[src/rtl/vaddr_screen_pkg.sv]
package vaddr_screen_pkg;

  typedef enum logic [1:0] {
    ACC_FETCH = 2'd0,
    ACC_LOAD  = 2'd1,
    ACC_STORE = 2'd2,
    ACC_RSVD  = 2'd3
  } acc_kind_e;

  typedef enum logic [1:0] {
    VERDICT_PASS     = 2'd0,
    VERDICT_MISALIGN = 2'd1,
    VERDICT_ACCESS   = 2'd2
  } verdict_e;

  typedef enum logic [1:0] {
    TVAL_NONE    = 2'd0,
    TVAL_MACHINE = 2'd1,
    TVAL_SUPER   = 2'd2
  } tval_e;

  localparam logic [1:0] PRIV_MACHINE = 2'd3;

  localparam logic [3:0] CODE_NONE      = 4'd0;
  localparam logic [3:0] CODE_FETCH_ACC = 4'd1;
  localparam logic [3:0] CODE_LOAD_MIS  = 4'd4;
  localparam logic [3:0] CODE_LOAD_ACC  = 4'd5;
  localparam logic [3:0] CODE_STORE_MIS = 4'd6;
  localparam logic [3:0] CODE_STORE_ACC = 4'd7;

endpackage

[src/rtl/canon_chk.sv]
module canon_chk #(
  parameter int ADDR_W  = 64,
  parameter int VA_BITS = 39,
  localparam int HI_W   = ADDR_W - VA_BITS
) (
  input  logic [HI_W-1:0] upper_bits,
  output logic            canon_ok
);
  logic all_ones;
  logic all_zero;

  assign all_ones = &upper_bits;
  assign all_zero = ~(|upper_bits);
  assign canon_ok = all_ones | all_zero;
endmodule

[src/rtl/align_chk.sv]
module align_chk #(
  parameter int LEN_W = 4
) (
  input  logic [LEN_W-1:0] addr_lo,
  input  logic [LEN_W-1:0] len,
  output logic             misaligned
);
  logic [LEN_W-1:0] low_mask;

  assign low_mask   = len - LEN_W'(1);
  assign misaligned = |(addr_lo & low_mask);
endmodule

[src/rtl/priv_resolve.sv]
module priv_resolve #(
  parameter int          MODE_W     = 4,
  parameter int unsigned XLATE_CODE = 8,
  parameter int unsigned BARE_CODE  = 0
) (
  input  logic              is_fetch,
  input  logic [1:0]        cur_priv,
  input  logic              mod_priv_en,
  input  logic [1:0]        saved_priv,
  input  logic [MODE_W-1:0] mode_field,
  output logic [1:0]        eff_priv,
  output logic              xlate_on,
  output logic              mode_bad
);
  import vaddr_screen_pkg::*;

  localparam logic [MODE_W-1:0] XLATE_V = MODE_W'(XLATE_CODE);
  localparam logic [MODE_W-1:0] BARE_V  = MODE_W'(BARE_CODE);

  assign eff_priv = (mod_priv_en && !is_fetch) ? saved_priv : cur_priv;
  assign xlate_on = (eff_priv != PRIV_MACHINE) && (mode_field == XLATE_V);
  assign mode_bad = (mode_field != XLATE_V) && (mode_field != BARE_V);

  always_comb begin

    if (mode_bad) begin
      bad_mode_no_xlate_chk: assert (!xlate_on)
        else $error("translate enabled under illegal mode");
    end
  end
endmodule

[src/rtl/vaddr_screen.sv]
module vaddr_screen #(
  parameter int ADDR_W  = 64,
  parameter int VA_BITS = 39,
  parameter int LEN_W   = 4,
  parameter int MODE_W  = 4
) (
  input  logic [ADDR_W-1:0] vaddr,
  input  logic [1:0]        acc_kind,
  input  logic              acc_atomic,
  input  logic [LEN_W-1:0]  acc_len,
  input  logic [1:0]        cur_priv,
  input  logic              mod_priv_en,
  input  logic [1:0]        saved_priv,
  input  logic [MODE_W-1:0] xlate_mode,
  output logic [1:0]        verdict,
  output logic              need_xlate,
  output logic [3:0]        fault_code,
  output logic [1:0]        tval_target,
  output logic [ADDR_W-1:0] tval_data,
  output logic              mode_illegal
);
  import vaddr_screen_pkg::*;

  localparam int HI_W = ADDR_W - VA_BITS;

  acc_kind_e kind;
  logic      is_fetch;
  logic      store_class;
  logic      canon_ok;
  logic      misaligned;
  logic      xlate_on;
  logic [1:0] eff_priv;
  verdict_e  verdict_q;
  tval_e     target_q;

  assign kind        = acc_kind_e'(acc_kind);
  assign is_fetch    = (kind == ACC_FETCH);
  assign store_class = (kind == ACC_STORE) || (kind == ACC_RSVD) || acc_atomic;

  canon_chk #(.ADDR_W(ADDR_W), .VA_BITS(VA_BITS)) canon_u (
    .upper_bits (vaddr[ADDR_W-1:ADDR_W-HI_W]),
    .canon_ok   (canon_ok)
  );

  align_chk #(.LEN_W(LEN_W)) align_u (
    .addr_lo    (vaddr[LEN_W-1:0]),
    .len        (acc_len),
    .misaligned (misaligned)
  );

  priv_resolve #(.MODE_W(MODE_W)) priv_u (
    .is_fetch    (is_fetch),
    .cur_priv    (cur_priv),
    .mod_priv_en (mod_priv_en),
    .saved_priv  (saved_priv),
    .mode_field  (xlate_mode),
    .eff_priv    (eff_priv),
    .xlate_on    (xlate_on),
    .mode_bad    (mode_illegal)
  );

  always_comb begin
    verdict_q  = VERDICT_PASS;
    target_q   = TVAL_NONE;
    fault_code = CODE_NONE;
    if (!canon_ok) begin
      verdict_q = VERDICT_ACCESS;
      if (is_fetch) begin
        fault_code = CODE_FETCH_ACC;
        target_q   = TVAL_SUPER;
      end else begin
        fault_code = store_class ? CODE_STORE_ACC : CODE_LOAD_ACC;
        target_q   = (cur_priv == PRIV_MACHINE) ? TVAL_MACHINE : TVAL_SUPER;
      end
    end else if (!is_fetch && misaligned) begin
      verdict_q  = VERDICT_MISALIGN;
      fault_code = store_class ? CODE_STORE_MIS : CODE_LOAD_MIS;
      target_q   = TVAL_MACHINE;
    end
  end

  assign verdict     = verdict_q;
  assign tval_target = target_q;
  assign need_xlate  = (verdict_q == VERDICT_PASS) && xlate_on;
  assign tval_data   = (verdict_q == VERDICT_PASS) ? '0 : vaddr;

  always_comb begin

    if (!canon_ok) begin
      canon_wins_chk: assert (verdict == VERDICT_ACCESS)
        else $error("non-canonical address not faulted");
    end

    if (is_fetch) begin
      fetch_no_misalign_chk: assert (verdict != VERDICT_MISALIGN)
        else $error("fetch flagged misaligned");
    end

    if (need_xlate) begin
      xlate_only_pass_chk: assert (verdict == VERDICT_PASS && eff_priv != PRIV_MACHINE)
        else $error("translate raised on fault or machine access");
    end

    if (verdict == VERDICT_MISALIGN) begin
      misalign_tval_chk: assert (tval_target == TVAL_MACHINE && misaligned)
        else $error("misaligned fault without machine target");
    end

    if (verdict == VERDICT_PASS) begin
      pass_quiet_chk: assert (fault_code == CODE_NONE && tval_target == TVAL_NONE)
        else $error("pass verdict carries fault info");
    end
  end
endmodule

[config.mk]
export PLATFORM = sky130hd
export DESIGN_NAME = vaddr_screen
export DESIGN_NICKNAME = d
export VERILOG_FILES = /design/src/rtl/vaddr_screen_pkg.sv /design/src/rtl/canon_chk.sv /design/src/rtl/align_chk.sv /design/src/rtl/priv_resolve.sv /design/src/rtl/vaddr_screen.sv
export SDC_FILE = /design/constraint.sdc
export NUM_CORES = 1
export LEC_CHECK = 0
export BUFFER_PORTS_ARGS = -buffer_cell sky130_fd_sc_hd__buf_4
export CAP_MARGIN = 20
export CORE_ASPECT_RATIO = 1.4
export CORE_UTILIZATION = 25
export DETAILED_ROUTE_END_ITERATION = 10
export PLACE_DENSITY = 0.89
export SETUP_SLACK_MARGIN = 0.3
export SYNTH_ARGS = -nofsm -noshare
export SYNTH_HDL_FRONTEND = slang
export SYNTH_SLANG_ARGS = --single-unit
[constraint.sdc]
create_clock -name vclk -period 1.3
set_input_delay 0.065 -clock vclk [all_inputs]
set_output_delay 0.065 -clock vclk [all_outputs]
set_load 0.02 [all_outputs]
==> results of run 1 <==
cell usage after synthesis, drive strengths merged:
master,n
a31o,1
o22ai,1
nand4,6
nor3b,1
or3,1
clkbuf,6
o21ai,1
nor4,5
nand3b,2
inv,5
conb,1
mux2i,1
xor2,1
a21oi,3
nor3,3
nor2,3
ha,1
nand3,3
buf,10
and2,1
and3,1
a21boi,64
a222oi,1
o211ai,1
nand2,2
o2111ai,1
or4,1
cell families after synthesis:
group           after synthesis  synth area share [%]
mux                           1                 1.158
xor+xnor                      1                 1.013
buf+inv                      21                 12.73
simple gates                 29                 19.83
compound gates               73                 63.39
other cells                   1                0.4337
fa+ha+maj                     1                 1.447
metrics by stage:
step | TNS [ps] | cell area [sq um] | util (%) | cells
2_1_floorplan | -3174 | 1202 | - | 127
3_3_place_gp | -27600 | 2489 | 77.45 | 320
3_5_place_dp | -28820 | 2489 | 77.45 | 320
4_1_cts | -24570 | 2853 | 88.79 | 329
timing repair:
action | CTS
cloned | 4
hold endpoints to repair | 0
gates resized for setup | 50
buffers inserted | 5
pin swaps | 20
setup endpoints to repair | 72
==> metrics, run 1 <==
post-synth cell types=31; critical endpoint after global-route timing repair=tval_data[1]; Stopped at=global routing; Post-Place Worst Slack=-442.2 ps; WEP type=output port; Initial Util=26.91%; Die Y=71.58 um; register area share after synthesis=0%; largest area contributor in the synthesized netlist=a21boi_0; IO buf count=153; # rows=24; DPL Wire Length=3966 um; routability cong.=0.8450; syn avg cell area=6.808 sq um; status=aborted with a tool error; io pins=154; largest net degree at the start of global routing=18; cell count after synthesis=127; Error=[ERROR DPL-0038] Utilization greater than 100%, impossible to legalize; Synthesis Warnings=0; synth top area cells=a21boi_0 54%, buf_4 4.3%, nand4_1 4.3%, nor4_1 3.6%, clkbuf_1 2.6%; chip width=51.70 um; hold buffer count at CTS=0; share of Yosys cell area claimed by the top area cell type=53.84%; syn nets=208; Mapped Area=864.6 sq um
==> run 2, diff against run 1 <==
- CORE_AREA: not set -> 2 2 63 65
- CORE_ASPECT_RATIO: 1.4 -> not set
- CORE_UTILIZATION: 25 -> not set
- DIE_AREA: not set -> 0 0 65 67
- PLACE_DENSITY: 0.89 -> not set
- PLACE_DENSITY_LB_ADDON: not set -> 0.15
- SETUP_SLACK_MARGIN: 0.3 -> not set
- clock period: 1.3 -> 1.7 ns (I/O delays scaled with it)
==> metrics, run 2 <==
setup violators final=7; Fillers=310; io pins=154 (unchanged); Setup crit start kind=input pin; status=complete, but fails checks (was aborted with a tool error); clock network fraction of design power=0%; CP Max Fanout=7; synthesis-to-finish area growth=186.4%; DRT iter0 DRCs=45; syn nets=208 (unchanged); hold buffer count at CTS=0 (unchanged); first-pass GRT wire length=6285 um; WL/cell=16.02 um; largest net degree at the start of global routing=45; RSZ-0062 raised after global routing=yes; Int Power=0.4232 mW; Flop pwr share=0%; Total Wirelength=5286 um; Max Cap Viol=0; mux share of post-synthesis cell area=1.158% (unchanged); dpl cells=319 (was 320); gr ovfl total=0; Core Footprint=3606 sq um; storage element area=0 sq um; Sw Share=44.52%; IO buf count=153 (unchanged); layout cells sized above 1=71.99%; Comb power frac=100.0%; cell count after synthesis=127 (unchanged); violated checks=negative setup slack; clock buffer count=0; # DRC=0; antenna cells=0; Initial Util=23.98% (was 26.91%); Pwr Total=0.7628 mW; DPL Wire Length=3629 um (was 3966 um); Post-Synth Simple-Gate Area=19.83% (unchanged); syn avg cell area=6.808 sq um (unchanged); kind of critical path=input pin to output pin; most common cell after layout, fill and taps aside=buf_4; Vias/cell=4.879; leakage=1.206 nW; synth top area cells=a21boi_0 54%, buf_4 4.3%, nand4_1 4.3%, nor4_1 3.6%, clkbuf_1 2.6% (unchanged); post-synth cell types=31 (unchanged); Non-Filler Instances=330; Crit path arrival time=1640 ps; DR vias=1610; CP required=1620 ps; initial antenna violation count=0; Synth Area in Adders=1.447% (unchanged); GRT Overall Usage=17.65%; Synth Area in XOR/XNOR=1.013% (unchanged); PwrDens=308.0 nW/um^2; share of Yosys cell area claimed by the top area cell type=53.84% (unchanged); top cell types by occurrence after synthesis=62 x a21boi_0, 6 x clkbuf_1, 6 x nand4_1 (unchanged); min setup slack post-route=-22.77 ps; Final #Nets=365; vias in the first global route=1379; min cycle time layout=1723 ps; Post-Place Worst Slack=-43.44 ps (was -442.2 ps); period utilisation layout=101.3%; Die Y=67 um (was 71.58 um); count leader, synth=a21boi_0 (unchanged); largest area contributor in the synthesized netlist=a21boi_0 (unchanged); Fmax=580.5 MHz; fin util=68.67%; HP Class=input pin to output pin; final hold violations=0; endpoint class of the critical path=output pin; sequential cell count=0; # rows=22 (was 24); routability cong.=0.8290 (was 0.8450); main combinational cell family by area after synthesis=compound AO/OA/AOI/OAI gates (unchanged); Synth Area in Compound Gates=63.39% (unchanged); Max VDD drop=0.1486 mV; Die Footprint=4355 sq um; Net Switching=0.3396 mW; register area share after synthesis=0% (unchanged); chip width=65 um (was 51.70 um); TritonRoute pass-1 iters=4; Final Max Tran Viols=0; Final ANT Viol Nets=0; Synthesis Warnings=0 (unchanged); Mapped Area=864.6 sq um (unchanged); multi-input logic area=889.6 sq um; most frequent cells in the layout=141 x buf_4, 25 x a21boi_1, 19 x buf_6
[run 2: cell counts after synthesis]
Identical to the previous run, type by type.
[run 2: cell families after synthesis]
logic type	after synthesis
compound gates	73
simple gates	29
buf+inv	21
xor+xnor	1
mux	1
fa+ha+maj	1
other cells	1
[run 2: layout make-up]
class	count	share of cell area (%)
repair buffers	171	60.69
multi-input cells	106	35.93
well taps	48	2.425
inverters	5	0.9601
[run 2: metrics by stage]
stage          hold slack [ps]  instance area [sq um]  setup TNS, ps
2_1_floorplan            317.9                  864.6         -842.2
3_3_place_gp             464.6                   2079         -625.9
3_5_place_dp             464.7                   2079          -1058
4_1_cts                  465.5                   2079         -581.9
5_1_grt                  472.3                   2476          -4009
6_report                 461.5                   2476         -68.32
[run 2: critical path, cell delays in order]
cell and delay (ps):
buf_6 80, inv_4 30, ha_4 240, inv_2 20
a222oi_1 350, a31o_2 250, buf_6 150, buf_12 120
nor3b_2 150, buf_4 160
[run 2: worst paths after layout]
check                     start            to  slack (ps)  cells past startpoint
setup / recovery     acc_len[1]    need_xlate         -20                     10
hold / removal    xlate_mode[2]  mode_illegal         460                      4
[run 2: power by group through the flow]
stage / Clock, mW / Sequential (mW) / Combinational [mW]
after global placement: 0 / 0 / 0.564
after CTS: 0 / 0 / 0.570
final: 0 / 0 / 0.763
after global routing: 0 / 0 / 0.807
after floorplan: 0 / 0 / 0.240
after detailed placement: 0 / 0 / 0.566
[run 2: routing by layer]
metal	wire, um	part of all wire (%)	global-route usage, %	vias up
met5	0	0	0	-
met4	0	0	0	0
met3	391	7.4	4.223	0
met2	3064	58	36.98	63
met1	1829	35	18.50	753
li1	-	-	-	794
[run 2: timing repair]
| item | 4_1_cts | 5_1_grt |
|---|---|---|
| pin swaps | 2 | 11 |
| gates cloned | 0 | 8 |
| buffers inserted | 0 | 3 |
| setup endpoints to repair | 43 | 67 |
| gates resized for setup | 4 | 95 |
Note: power is estimated with default switching activity, not from simulation.
